## config.mk

```make
export PLATFORM = sky130hd
export DESIGN_NAME = vbt_trainer
export DESIGN_NICKNAME = d
export VERILOG_FILES = /design/src/rtl/vbt_pkg.sv /design/src/rtl/vbt_vaddr_gen.sv /design/src/rtl/vbt_victim_sel.sv /design/src/rtl/vbt_walk_fsm.sv /design/src/rtl/vbt_trainer.sv
export SDC_FILE = /design/constraint.sdc
export NUM_CORES = 1
export LEC_CHECK = 0
export ABC_AREA = 1
export CAP_MARGIN = 0
export CELL_PAD_IN_SITES_DETAIL_PLACEMENT = 1
export CELL_PAD_IN_SITES_GLOBAL_PLACEMENT = 2
export CORE_ASPECT_RATIO = 0.6
export CORE_MARGIN = 1
export CORE_UTILIZATION = 23
export CTS_BUF_LIST = sky130_fd_sc_hd__clkbuf_8
export DETAILED_ROUTE_END_ITERATION = 10
export PLACE_DENSITY = 0.92
export REMOVE_ABC_BUFFERS = 1
export SLEW_MARGIN = 10
export SYNTH_ARGS = -nofsm -noshare
export SYNTH_HDL_FRONTEND = slang
export SYNTH_SLANG_ARGS = --single-unit
```

## constraint.sdc

```tcl
create_clock -name clk -period 5 [get_ports clk]
set_input_delay 0.75 -clock clk [delete_from_list [all_inputs] [get_ports clk]]
set_output_delay 0.75 -clock clk [all_outputs]
set_load 0.02 [all_outputs]
```

## src/rtl/vbt_pkg.sv

```systemverilog
// Package for the virtual-branch trainer.
// Holds the walk state encoding and the per-iteration hash constant generator.
// Assumes the prediction side uses the same hash so that trained entries line up.
package vbt_pkg;

    typedef enum logic [2:0] {
        ST_IDLE,
        ST_CTRAIN,
        ST_RDREQ,
        ST_RDRSP,
        ST_INSERT
    } walk_state_t;

    // Hash constant for one iteration; iteration 0 yields zero.
    function automatic logic [31:0] slot_hash(input logic [31:0] idx);
        return idx * 32'h9E37_79B1;
    endfunction

endpackage

```

## src/rtl/vbt_vaddr_gen.sv

```systemverilog
// Virtual address generator.
// Produces the virtual PC and virtual history of one iteration.
// Purely combinational; the hash is truncated or zero-extended to PC_W.
module vbt_vaddr_gen #(
    parameter int PC_W   = 32,
    parameter int GHR_W  = 16,
    parameter int ITER_W = 4
) (
    input  logic [PC_W-1:0]   pc,
    input  logic [GHR_W-1:0]  ghr,
    input  logic [ITER_W-1:0] iter,
    output logic [PC_W-1:0]   vpc,
    output logic [GHR_W-1:0]  vghr
);
    import vbt_pkg::*;

    logic [31:0]     hash_raw;
    logic [PC_W-1:0] hash_w;

    // Form the hash for this iteration and fold it into the PC; shift the history.
    always_comb begin
        hash_raw = slot_hash(32'(iter));
        hash_w   = PC_W'(hash_raw);
        vpc      = pc ^ hash_w;
        vghr     = ghr << iter;
    end

endmodule

```

## src/rtl/vbt_victim_sel.sv

```systemverilog
// Victim selector.
// Tracks, across one misprediction walk, the best slot for inserting a new target.
// Ranking: an empty slot beats a filled one, and the first empty wins.
// Among filled slots the lower use counter wins; ties keep the earlier iteration.
// Assumes candidates arrive in increasing iteration order after a clear.
module vbt_victim_sel #(
    parameter int ITER_W = 4,
    parameter int CNT_W  = 3
) (
    input  logic              clk,
    input  logic              rst_n,
    input  logic              clear,
    input  logic              take,
    input  logic [ITER_W-1:0] cand_iter,
    input  logic              cand_empty,
    input  logic [CNT_W-1:0]  cand_cnt,
    output logic [ITER_W-1:0] best_iter
);
    logic              have_q;
    logic              best_empty_q;
    logic [CNT_W-1:0]  best_cnt_q;
    logic [ITER_W-1:0] best_iter_q;
    logic              better;

    // Decide whether the candidate outranks the slot held so far.
    always_comb begin
        better = !have_q
              || (cand_empty && !best_empty_q)
              || (!cand_empty && !best_empty_q && (cand_cnt < best_cnt_q));
    end

    // Hold the best candidate; forget it at the start of a walk.
    always_ff @(posedge clk) begin
        if (!rst_n) begin
            have_q       <= 1'b0;
            best_empty_q <= 1'b0;
            best_cnt_q   <= '0;
            best_iter_q  <= '0;
        end else if (clear) begin
            have_q       <= 1'b0;
            best_empty_q <= 1'b0;
        end else if (take && better) begin
            have_q       <= 1'b1;
            best_empty_q <= cand_empty;
            best_cnt_q   <= cand_cnt;
            best_iter_q  <= cand_iter;
        end
    end

    assign best_iter = best_iter_q;

endmodule

```

## src/rtl/vbt_walk_fsm.sv

```systemverilog
// Walk sequencer.
// Steps through virtual slots after a retire.
// A correct prediction is walked arithmetically, one slot per cycle.
// A misprediction is walked with a read request and a response cycle per slot.
// Assumes a BTB response arrives in the cycle after the grant.
// A requested iteration above the last one is clamped to the last.
module vbt_walk_fsm #(
    parameter int MAX_ITER = 12,
    parameter int ITER_W   = 4
) (
    input  logic                 clk,
    input  logic                 rst_n,
    input  logic                 start,
    input  logic                 start_correct,
    input  logic [ITER_W-1:0]    start_iter,
    input  logic                 rd_gnt,
    input  logic                 rsp_match,
    output vbt_pkg::walk_state_t state,
    output logic [ITER_W-1:0]    iter,
    output logic                 at_k,
    output logic                 at_last
);
    import vbt_pkg::*;

    localparam logic [ITER_W-1:0] LAST    = ITER_W'(MAX_ITER - 1);
    localparam logic [ITER_W:0]   LAST_WX = (ITER_W+1)'(MAX_ITER - 1);

    walk_state_t       state_q;
    logic [ITER_W-1:0] iter_q;
    logic [ITER_W-1:0] k_q;
    logic [ITER_W-1:0] k_clamped;

    // Clamp the reported hit iteration to the walk bound.
    always_comb begin
        k_clamped = ({1'b0, start_iter} > LAST_WX) ? LAST : start_iter;
    end

    // Advance the walk state and the iteration index.
    always_ff @(posedge clk) begin
        if (!rst_n) begin
            state_q <= ST_IDLE;
            iter_q  <= '0;
            k_q     <= '0;
        end else begin
            case (state_q)
                ST_IDLE: begin
                    if (start) begin
                        state_q <= start_correct ? ST_CTRAIN : ST_RDREQ;
                        iter_q  <= '0;
                        k_q     <= k_clamped;
                    end
                end
                ST_CTRAIN: begin
                    if (iter_q == k_q) state_q <= ST_IDLE;
                    else               iter_q  <= iter_q + ITER_W'(1);
                end
                ST_RDREQ: begin
                    if (rd_gnt) state_q <= ST_RDRSP;
                end
                ST_RDRSP: begin
                    if (rsp_match) begin
                        state_q <= ST_IDLE;
                    end else if (iter_q == LAST) begin
                        state_q <= ST_INSERT;
                    end else begin
                        iter_q  <= iter_q + ITER_W'(1);
                        state_q <= ST_RDREQ;
                    end
                end
                ST_INSERT: state_q <= ST_IDLE;
                default:   state_q <= ST_IDLE;
            endcase
        end
    end

    assign state   = state_q;
    assign iter    = iter_q;
    assign at_k    = (iter_q == k_q);
    assign at_last = (iter_q == LAST);

endmodule

```

## src/rtl/vbt_trainer.sv

```systemverilog
// Retire-time virtual-branch trainer (top).
// Latches one retired indirect branch and walks its virtual slots.
// Emits direction-predictor training, BTB reads, replacement bumps and inserts.
// Assumes predictor and BTB storage are external.
// Assumes a granted read answers one cycle later.
module vbt_trainer #(
    parameter int PC_W     = 32,
    parameter int GHR_W    = 16,
    parameter int MAX_ITER = 12,
    parameter int CNT_W    = 3,
    parameter int ITER_W   = (MAX_ITER > 1) ? $clog2(MAX_ITER) : 1
) (
    input  logic              clk,
    input  logic              rst_n,
    input  logic              ret_valid,
    input  logic [PC_W-1:0]   ret_pc,
    input  logic [GHR_W-1:0]  ret_ghr,
    input  logic [PC_W-1:0]   ret_target,
    input  logic              ret_correct,
    input  logic [ITER_W-1:0] ret_iter,
    output logic              busy,
    output logic              dp_upd_valid,
    output logic [PC_W-1:0]   dp_upd_vpc,
    output logic [GHR_W-1:0]  dp_upd_vghr,
    output logic              dp_upd_taken,
    output logic              btb_rd_req,
    output logic [PC_W-1:0]   btb_rd_vpc,
    input  logic              btb_rd_gnt,
    input  logic              btb_rsp_full,
    input  logic [PC_W-1:0]   btb_rsp_target,
    input  logic [CNT_W-1:0]  btb_rsp_cnt,
    output logic              btb_repl_valid,
    output logic [PC_W-1:0]   btb_repl_vpc,
    output logic              btb_ins_valid,
    output logic [PC_W-1:0]   btb_ins_vpc,
    output logic [PC_W-1:0]   btb_ins_target
);
    import vbt_pkg::*;

    walk_state_t       state;
    logic [ITER_W-1:0] iter;
    logic              at_k;
    logic              at_last;
    logic [ITER_W-1:0] vict_iter;
    logic [ITER_W-1:0] iter_sel;
    logic [PC_W-1:0]   vpc;
    logic [GHR_W-1:0]  vghr;
    logic              accept;
    logic              rsp_match;
    logic              in_ctrain, in_rdreq, in_rdrsp, in_insert;

    logic [PC_W-1:0]   pc_q;
    logic [GHR_W-1:0]  ghr_q;
    logic [PC_W-1:0]   tgt_q;

    assign accept = ret_valid && (state == ST_IDLE);

    // Capture the retired branch when a walk starts.
    always_ff @(posedge clk) begin
        if (!rst_n) begin
            pc_q  <= '0;
            ghr_q <= '0;
            tgt_q <= '0;
        end else if (accept) begin
            pc_q  <= ret_pc;
            ghr_q <= ret_ghr;
            tgt_q <= ret_target;
        end
    end

    vbt_walk_fsm #(
        .MAX_ITER (MAX_ITER),
        .ITER_W   (ITER_W)
    ) u_fsm (
        .clk           (clk),
        .rst_n         (rst_n),
        .start         (accept),
        .start_correct (ret_correct),
        .start_iter    (ret_iter),
        .rd_gnt        (btb_rd_gnt),
        .rsp_match     (rsp_match),
        .state         (state),
        .iter          (iter),
        .at_k          (at_k),
        .at_last       (at_last)
    );

    // Decode the walk state into one-hot phase flags.
    always_comb begin
        in_ctrain = (state == ST_CTRAIN);
        in_rdreq  = (state == ST_RDREQ);
        in_rdrsp  = (state == ST_RDRSP);
        in_insert = (state == ST_INSERT);
    end

    // Compare the BTB response against the resolved target.
    always_comb begin
        rsp_match = btb_rsp_full && (btb_rsp_target == tgt_q);
    end

    vbt_victim_sel #(
        .ITER_W (ITER_W),
        .CNT_W  (CNT_W)
    ) u_victim (
        .clk        (clk),
        .rst_n      (rst_n),
        .clear      (accept),
        .take       (in_rdrsp && !rsp_match),
        .cand_iter  (iter),
        .cand_empty (!btb_rsp_full),
        .cand_cnt   (btb_rsp_cnt),
        .best_iter  (vict_iter)
    );

    // Address the victim during insertion, else the current iteration.
    always_comb begin
        iter_sel = in_insert ? vict_iter : iter;
    end

    vbt_vaddr_gen #(
        .PC_W   (PC_W),
        .GHR_W  (GHR_W),
        .ITER_W (ITER_W)
    ) u_vaddr (
        .pc   (pc_q),
        .ghr  (ghr_q),
        .iter (iter_sel),
        .vpc  (vpc),
        .vghr (vghr)
    );

    // Build the command outputs from the phase and the response.
    always_comb begin
        busy           = (state != ST_IDLE);
        dp_upd_valid   = in_ctrain || in_rdrsp || in_insert;
        dp_upd_taken   = (in_ctrain && at_k) || (in_rdrsp && rsp_match) || in_insert;
        dp_upd_vpc     = vpc;
        dp_upd_vghr    = vghr;
        btb_rd_req     = in_rdreq;
        btb_rd_vpc     = vpc;
        btb_repl_valid = (in_ctrain && at_k) || (in_rdrsp && rsp_match);
        btb_repl_vpc   = vpc;
        btb_ins_valid  = in_insert;
        btb_ins_vpc    = vpc;
        btb_ins_target = tgt_q;
    end

endmodule

```

; Yosys cells after proc, flatten, opt, wreduce, memory -nomap -nowiden
; Index checks and enable logic that the tools add are counted.
[word_totals]
regBits = 100
latchBits = 0
mem_bits_rw = 0
mem_bits_ro = 0
inputBits = 125
out_inout_bits = 182
memories = 0
[op_classes]
addsub = 1
mul = 1
div = 0
magnitude_cmp = 2
n_eq_ne = 13
shift = 1
mux = 14
bitwise = 3
n_reduce_logical = 27
[op_table]
columns = cell, n
row1 = 32-bit == test, 1
row2 = "4-bit by 32-bit multiplier with 32-bit output, second input constant", 1
row3 = 32-bit bitwise XOR, 1
row4 = 4-bit 2-to-1 mux, 6
row5 = 16-bit by 4-bit << shifter with 16-bit output, 1
row6 = 3-bit 2-to-1 mux, 5
row7 = 3-bit one-hot mux with 4 select lines, 1
row8 = 4-bit one-hot mux with 3 select lines, 1
row9 = "2-bit inequality test, second input constant", 5
row10 = 1-bit logical AND, 9
row11 = "3-bit by 2-bit == test with 1-bit output, second input constant", 2
row12 = 1-bit logical OR, 6
row13 = 3-bit nonzero test, 2
row14 = 5-bit AND reduction, 1
row15 = "4-bit by 1-bit adder with 4-bit output, second input constant", 1
row16 = 4-bit == test, 1
row17 = "4-bit == test, second input constant", 1
row18 = "4-bit greater-than comparator, second input constant", 1
row19 = 1-bit logical NOT, 4
row20 = 2-bit AND reduction, 2
row21 = "3-bit by 1-bit == test with 1-bit output, second input constant", 1
row22 = "3-bit == test, second input constant", 1
row23 = 3-bit logical NOT, 1
row24 = 3-bit < comparator, 1
row25 = 5 further kinds, 6

; Logic depth before layout (Yosys ltp)
; Gate-level depths: netlist of run 1.
[logic_depth]
word_depth = 6
depth_mapped = 23
ltp_nobuf = 20

; Cells and area by module
; A second synthesis of run 1 with hierarchy kept.
[unflattened]
hier_cells = 1378
hier_area_um2 = 8499.4
[modules_own_cells]
columns = module, n_inst, cells_per_inst, area_each_um2
row1 = vbt_trainer, 1, 648, 4370.4
row2 = vbt_vaddr_gen, 1, 535, 2836.5
row3 = vbt_walk_fsm, 1, 115, 762.0
row4 = vbt_victim_sel, 1, 80, 530.5

; Worst setup path before layout of run 1
; No wires, ideal clock.
[synth_path]
path_kind = register -> output
startpoint = register u_fsm.state_q[0], in the netlist u_fsm.state[0]
endpoint = output port btb_rd_vpc[20]
arrival_time_ns = 3.866
required_ns = 4.250
setup_slack_ns = 0.384
path_stages_with_launch = 19
n_path_buf = 3
cell_sequence = dfxtp_1 -> nor2_4 -> nand2_4 -> buf_6 -> o21ai_0 -> ha_1 -> ha_1 -> nor2_1 -> inv_1 -> ha_1 -> ha_1 -> buf_2 -> nand2_1 -> inv_1 -> a21oi_1 -> o21bai_1 -> nor2_1 -> xor2_1 -> buf_4
[synth_between]
elab_chain_cells = 4
[synth_lines]
columns = element, line
row1 = from (decl), vbt_walk_fsm.sv:28  ; walk_state_t state_q;
row2 = from (signal assigned), vbt_walk_fsm.sv:48  ; state_q <= start_correct ? ST_CTRAIN : ST_RDREQ;
row3 = 3-bit == test, vbt_trainer.sv:93  ; in_insert = (state == ST_INSERT);
row4 = 4-bit 2-to-1 mux, vbt_trainer.sv:117  ; iter_sel = in_insert ? vict_iter : iter;
row5 = 4-bit by 32-bit multiplier with 32-bit output, vbt_pkg.sv:16  ; return idx * 32'h9E37_79B1;
row6 = 32-bit bitwise XOR, vbt_vaddr_gen.sv:24  ; vpc = pc ^ hash_w;
row7 = to (decl), vbt_trainer.sv:27  ; output logic [PC_W-1:0] btb_rd_vpc,
; Every way passes these cells.

; Worst setup path in the final report of run 1
[layout_path]
startpoint = register u_fsm.state_q[0], in the netlist u_fsm.state[0]
endpoint = output port btb_repl_vpc[27]
[layout_between]
elab_chain_cells = 4
[layout_lines]
columns = element, line
row1 = 3-bit == test, vbt_trainer.sv:93
row2 = 4-bit 2-to-1 mux, vbt_trainer.sv:117
row3 = 4-bit by 32-bit multiplier with 32-bit output, vbt_pkg.sv:16
row4 = 32-bit bitwise XOR, vbt_vaddr_gen.sv:24
row5 = to (decl), vbt_trainer.sv:33  ; output logic [PC_W-1:0] btb_repl_vpc,
; Every way passes these cells.

==> results.tsv, run 1 <==
stage	metric	value	unit
run_status	status	completed	
clocking	ctsHoldBuffers	0	
global_routing	grt_use_met3	4.71	%
pwr	intPower	0.00307	W
sta	tns	0	ns
clocking	htree_levels	3	
detailed_routing	via_per_inst	4.47	
layout	drive_above_1_share	11.3	%
sta	min_period	4.86	ns
sta	slew_headroom	32.5	%
critical_path	slowest_stage	fa_2	
global_routing	grt_use_met2	28.0	%
sta	setup_violations	0	
synth	syn_inst	1142	
clocking	cts_sinks	100	
global_routing	busiest_layer	met2	
pwr	power_leakage	4.81	nW
run	drv_cap	0	
pwr	p_comb_share	73.9	%
global_routing	grt_max_degree	84	
detailed_routing	drt_iter0_drc	309	
floorplanning	coreArea	32400	um2
synth	syn_area_per_cell	6.63	um2
critical_path	path_class	register to primary output	
pwr	power-per-cell-area	583	nW/um2
clocking	clk_latency	0.43	ns
synth	synth_compound_area_share	17.3	%
floorplanning	io_pins	307	
hold_path	whs_path_depth	2	
critical_path	r2r_start	u_fsm.state[2]	
placed_design	io_buffers	306	
critical_path	r2r_setup_slack	2.48	ns
floorplanning	row_count	51	
clocking	clk_pin_slew	0.12	ns
layout	layout_common_cells	nand2_1 (276), clkdlybuf4s50_1 (233), inv_1 (122)	
detailed_routing	num_vias	7976	
global_routing	grt_pass1_wl	45200	um
sta	postLayoutSetupSlackWorst	0.145	ns
detailed_routing	drc	0	
clocking	cts_root_buf	clkbuf_8	
synth	synth_top_family_by_area	simple AND/OR/NAND/NOR gates	
synth	synth_fa_ha_area_share	6.35	%
clocking	cts_tree	done	
pwr	pwr-share-clk	8.5	%
detailed_routing	drtAntennaViolNets	0	
hold_path	hold_class	register to register	
layout	fin_nets	1517	
global_routing	grtUsageMet1	23.0	%
synth	synth_seq_cells	100	
floorplanning	die_x	236	um
critical_path	critPathArrivalTime	4.11	ns
pwr	vdd_drop_max	0.281	mV
detailed_routing	wl_per_cell	16.5	um
critical_path	crit_path_end_kind	primary output	
hold_path	holdPathEnd	ghr_q[14]	
pwr	switchingPower	0.00326	W
synth	synth_cell_types	42	
layout	syn2layout_area_growth	43.6	%
critical_path	setup.worst_path.start_class	register	
sta	finalHoldViolations	0	
synth	syn_area	7570	um2
sta	timing.fmax	206	MHz
clocking	cts_buffer_depth	2	
placed_design	place_ws	-0.0418	ns
placed_design	routabilityCongestion	0.960	
layout	final_area	10900	um2
layout	fillers	4021	
hold_path	hp-start	ghr_q[14]	
layout	final_common_cell	nand2_1	
critical_path	worst-path-buf-inv	5	
detailed_routing	drt_first_pass_iters	4	
global_routing	antenna_found_initial	1	
critical_path	r2r_cells	6	
synth	synth-simple-area-share	22.6	%
global_routing	grt_usage	17.3	%
sta	skew	0.0151	ns
placed_design	hpwl	23100	um
sta	tightestPinTransition	1.01	ns
floorplanning	start_util	23.3	%
synth	ys_seq_area_share	26.5	%
critical_path	required	4.25	ns
critical_path	r2r_end	pc_q[18]	
sta	finalMaxSlewViolations	0	
placed_design	dpl_cell_area	10500	um2
critical_path	cpLargestDelayFamily	adder cells	
global_routing	overflow	0	
synth	yosys_warnings	0	
synth	synth_mux_area_share	0.529	%
synth	synthXorXnorAreaFrac	7.99	%
floorplanning	dieArea	33600	um2
global_routing	grt_pass1_vias	7920	
sta	fin_hold_ws	0.478	ns
critical_path	max_stage_delay	0.58	ns
sta	period_share	97.1	%
sta	rsz0062_at_grt	yes	
critical_path	cp_cell_sequence	nor2_4 -> nand2_4 -> buf_4 -> o21ai_4 -> buf_4 -> ha_4 -> fa_2 -> ha_4 -> a21oi_4 -> inv_1 -> o21ai_0 -> nand2_1 -> a21oi_2 -> o21ai_1 -> xor2_1 -> inv_1 -> clkdlybuf4s15_1	
detailed_routing	drt-total-wl	29400	um
clocking	numCtsBuffers	9	
pwr	pwr-share-seq	17.6	%
critical_path	worst-path-max-fanout	9	
pwr	p_sw_share	51.5	%
floorplanning	die_h	142	um
worst reg2reg max path, cell delays in order (launching register included):
cell and delay, ns:
dfxtp_1 0.35, buf_4 0.16, inv_1 0.15, nand3_4 0.40
inv_2 0.92, nand2_1 0.28, a21oi_1 0.18
final cells by class:
cell class / count / area [um2] / area share, %
clock inverters: 7 / 57.6 / 0.530
well taps: 424 / 531 / 4.88
flip-flops and latches: 100 / 2000 / 18.5
repair buffers: 344 / 3210 / 29.5
inverters: 126 / 478 / 4.40
clock buffers: 9 / 124 / 1.14
multi-input cells: 775 / 4460 / 41.0
diodes: 1 / 2.50 / 0.0230
repair_timing:
item | CTS | global route
setup endpoints to repair | 80 | 88
cloned | 0 | 0
gates resized for setup | 109 | 91
hold endpoints to repair | 0 | 0
buffers inserted | 2 | 2
pin swaps | 2 | 3
layer usage:
metal  part of all wire, %  vias to the layer above
met5                     0                        -
met4                   1.3                        0
met3                   5.4                       19
met2                    44                      208
met1                    49                     3785
li1                      -                     3964
cell families after synthesis:
| group | count (synthesis) |
|---|---|
| compound gates | 247 |
| flops | 100 |
| fa+ha+maj | 36 |
| buf+inv | 267 |
| simple gates | 419 |
| xor+xnor | 69 |
| mux | 4 |
power by group through the flow:
| stage | Sequential (W) | Clock, W | Combinational [W] |
|---|---|---|---|
| after floorplan | 0.00119 | 0 | 0.00238 |
| after global placement | 0.00112 | 0 | 0.00479 |
| after detailed placement | 0.00113 | 0 | 0.00485 |
| after CTS | 0.00112 | 0.000578 | 0.00467 |
| after global routing | 0.00114 | 0.000607 | 0.00503 |
| final | 0.00112 | 0.000540 | 0.00468 |
flip-flops by register name, summed over array words and instances (netlist names):
register and cells:
pc_q 32, btb_ins_target 32, u_victim.have_q 1, ghr_q 16, u_victim.best_cnt_q 3, u_fsm.iter 4, u_victim.best_iter 4, u_victim.best_empty_q 1
u_fsm.k_q 4, u_fsm.state 3
worst max-delay path by stage:
stage | slack, ns | cells past startpoint | end | start
after floorplan | -0.37 | 15 | btb_ins_vpc[23] | u_fsm.state[0]
after global placement | 0.12 | 17 | btb_ins_vpc[27] | u_fsm.state[0]
after detailed placement | -0.04 | 17 | btb_repl_vpc[27] | u_fsm.state[0]
after CTS | -0.002 | 20 | btb_rd_vpc[29] | u_fsm.state[0]
after global routing | -0.07 | 18 | btb_ins_vpc[30] | u_fsm.state[0]
final | 0.14 | 17 | btb_repl_vpc[27] | u_fsm.state[0]
cells in the mapped netlist, drive strengths merged:
cell    count  area share [%]
o21a        1           0.099
mux2i       4            0.53
o211ai      6            0.60
ha         32             5.3
nand2     283              14
inv       126             6.3
buf       117              11
dfxtp     100              26
and2        1           0.083
nand4       9            0.74
o21ai     110             7.7
xor2       41             4.7
a21oi     121             8.0
a211oi      1            0.17
nand2b      1           0.083
o21bai      3            0.30
a21o        1           0.099
nand3      22             1.5
fa          4             1.1
nand3b      2            0.25
nor3       10            0.79
a221oi      1            0.12
nor4        2            0.17
o22ai       3            0.25
clkbuf     24             1.2
xnor2      28             3.2
nor2       84             4.3
or2         5            0.41
through the flow:
stage / utilization, % / cells / total power (W)
detailed placement: 32.3 / 1765 / 0.00598
finish: 33.5 / 1786 / 0.00633
CTS: 33.0 / 1783 / 0.00637
floorplan: - / 1001 / 0.00357
global placement: 32.3 / 1765 / 0.00591
global route: 33.5 / 1786 / 0.00678
Note: power is estimated with default switching activity, not from simulation.
==> run 2: changes to the inputs <==
--- a/config.mk
+++ b/config.mk
@@ -13,9 +13,9 @@
 export CORE_MARGIN = 1
 export CORE_UTILIZATION = 23
 export CTS_BUF_LIST = sky130_fd_sc_hd__clkbuf_8
+export CTS_CLUSTER_DIAMETER = 200
 export DETAILED_ROUTE_END_ITERATION = 10
 export PLACE_DENSITY = 0.92
-export REMOVE_ABC_BUFFERS = 1
 export SLEW_MARGIN = 10
 export SYNTH_ARGS = -nofsm -noshare
 export SYNTH_HDL_FRONTEND = slang
==> results.tsv, run 2 (synthesis results as in run 1) <==
stage	metric	value	unit
run_status	status	completed	
sta	finalMaxSlewViolations	0	
global_routing	overflow	0	
layout	final_common_cell	nand2_1	
detailed_routing	drt-met1-wl	14800	um
layout	layout_common_cells	nand2_1 (269), clkdlybuf4s50_1 (227), inv_1 (120)	
sta	period_share	96.9	%
floorplanning	die_x	236	um
floorplanning	coreArea	32400	um2
pwr	total_power	0.00644	W
critical_path	required	4.25	ns
clocking	clk_pin_slew	0.11	ns
detailed_routing	drt_iter0_drc	404	
sta	timing.fmax	206	MHz
placed_design	routabilityCongestion	0.891	
pwr	power_leakage	4.94	nW
sta	rsz0062_at_grt	yes	
clocking	cts_tree	done	
critical_path	worst-path-max-fanout	8	
global_routing	grt_pass1_wl	46700	um
placed_design	place_ws	-0.142	ns
floorplanning	row_count	51	
detailed_routing	top_layer_used	met4	
pwr	p_comb_share	73.9	%
layout	final_area	11000	um2
detailed_routing	met2WireLength	13300	um
sta	fin_hold_ws	0.477	ns
clocking	cts_sinks	100	
placed_design	hpwl	24600	um
critical_path	critPathArrivalTime	4.09	ns
global_routing	grt_usage	18.1	%
detailed_routing	drtAntennaViolNets	0	
sta	skew	0.0135	ns
floorplanning	die_h	142	um
run	drv_cap	0	
layout	fin_nets	1529	
synth	synth_fp_nets	1303	
pwr	intPower	0.00311	W
sta	min_period	4.84	ns
detailed_routing	drt-total-wl	30800	um
floorplanning	dieArea	33600	um2
global_routing	grt_max_degree	72	
sta	setup_violations	0	
placed_design	dpl_cell_area	10500	um2
clocking	clk_latency	0.41	ns
detailed_routing	via_per_inst	4.46	
sta	tightestPinTransition	0.960	ns
floorplanning	start_util	23.3	%
sta	slew_headroom	35.9	%
sta	postLayoutSetupSlackWorst	0.156	ns
critical_path	setup.worst_path.start_class	register	
layout	drive_above_1_share	14.4	%
pwr	power-per-cell-area	584	nW/um2
floorplanning	io_pins	307	
critical_path	path_class	register to primary output	
layout	syn2layout_area_growth	45.9	%
clocking	numCtsBuffers	9	
layout	fillers	3999	
placed_design	io_buffers	306	
layout	antennaDiodeCount	0	
hold_path	hold_class	register to register	
pwr	pwr-share-seq	17.3	%
detailed_routing	met3_length	2330	um
critical_path	crit_path_end_kind	primary output	
clocking	cts_buffer_depth	2	
detailed_routing	drt_first_pass_iters	4	
pwr	switchingPower	0.00334	W
clocking	cts_root_buf	clkbuf_8	
detailed_routing	num_vias	8017	
clocking	htree_levels	3	
detailed_routing	wl_per_cell	17.2	um
pwr	p_sw_share	51.8	%
global_routing	antenna_found_initial	2	
pwr	vdd_drop_max	0.277	mV
global_routing	grt_pass1_vias	8299	
sta	finalHoldViolations	0	
detailed_routing	drc	0	
pwr	pwr-share-clk	8.8	%
## run 2: repair_timing
action                                 4_1_cts  5_1_grt
hold buffers                                 0        0
gates resized for setup                    152      125
pin swaps                                    7       17
endpoints found under the hold margin        0        0
setup endpoints to repair                   80       78
setup buffers                                4        6
## run 2: layer usage
layer  vias up  GRT usage, %
met5         -             0
met4         0          4.27
met3        20          5.37
met2       221          28.3
met1      3791          24.2
li1       3985             -
## run 2: critical path: stages (launching register included)
cell           delay [ns]
dfxtp_2              0.36
nor2_4               0.15
nand2_4              0.11
buf_4                0.16
o21ai_4              0.15
ha_4                 0.23
ha_1                 0.31
fa_1                 0.60
ha_4                 0.24
nand2_2              0.12
inv_1                0.07
a21oi_1              0.25
o21ai_0              0.16
xor2_1               0.29
inv_1                0.13
dlygate4sd2_1        0.34
## run 2: cell type report
| cell class | instances | area [um2] | share of cell area (%) |
|---|---|---|---|
| clock inverters | 6 | 63.8 | 0.578 |
| inverters | 126 | 478 | 4.33 |
| multi-input cells | 775 | 4550 | 41.2 |
| well taps | 424 | 531 | 4.81 |
| repair buffers | 356 | 3290 | 29.8 |
| flip-flops and latches | 100 | 2000 | 18.1 |
| clock buffers | 9 | 124 | 1.12 |
## run 2: power by group through the flow
stage          logic [W]  clock network [W]  registers [W]
3_3_place_gp     0.00486                  0        0.00113
5_1_grt          0.00512           0.000623        0.00114
2_1_floorplan    0.00314                  0        0.00119
4_1_cts          0.00479           0.000606        0.00112
6_report         0.00476           0.000565        0.00112
3_5_place_dp     0.00493                  0        0.00114
## run 2: worst paths after layout
check	from	to	slack [ns]	cells past startpoint
hold / removal	ghr_q[15]	ghr_q[15]	0.48	2
setup reg to reg	u_fsm.state[2]	pc_q[6]	2.36	6
hold reg to reg	ghr_q[15]	ghr_q[15]	0.48	2
setup / recovery	u_fsm.state[1]	btb_repl_vpc[16]	0.16	15
## run 2: metrics by stage
step	std cells	util [%]	setup TNS (ns)
after floorplan	1142	-	0
after global placement	1771	32.5	0
after detailed placement	1771	32.5	-1.62
after CTS	1790	33.6	-0.194
after global routing	1796	34.1	-0.509
final	1796	34.1	0
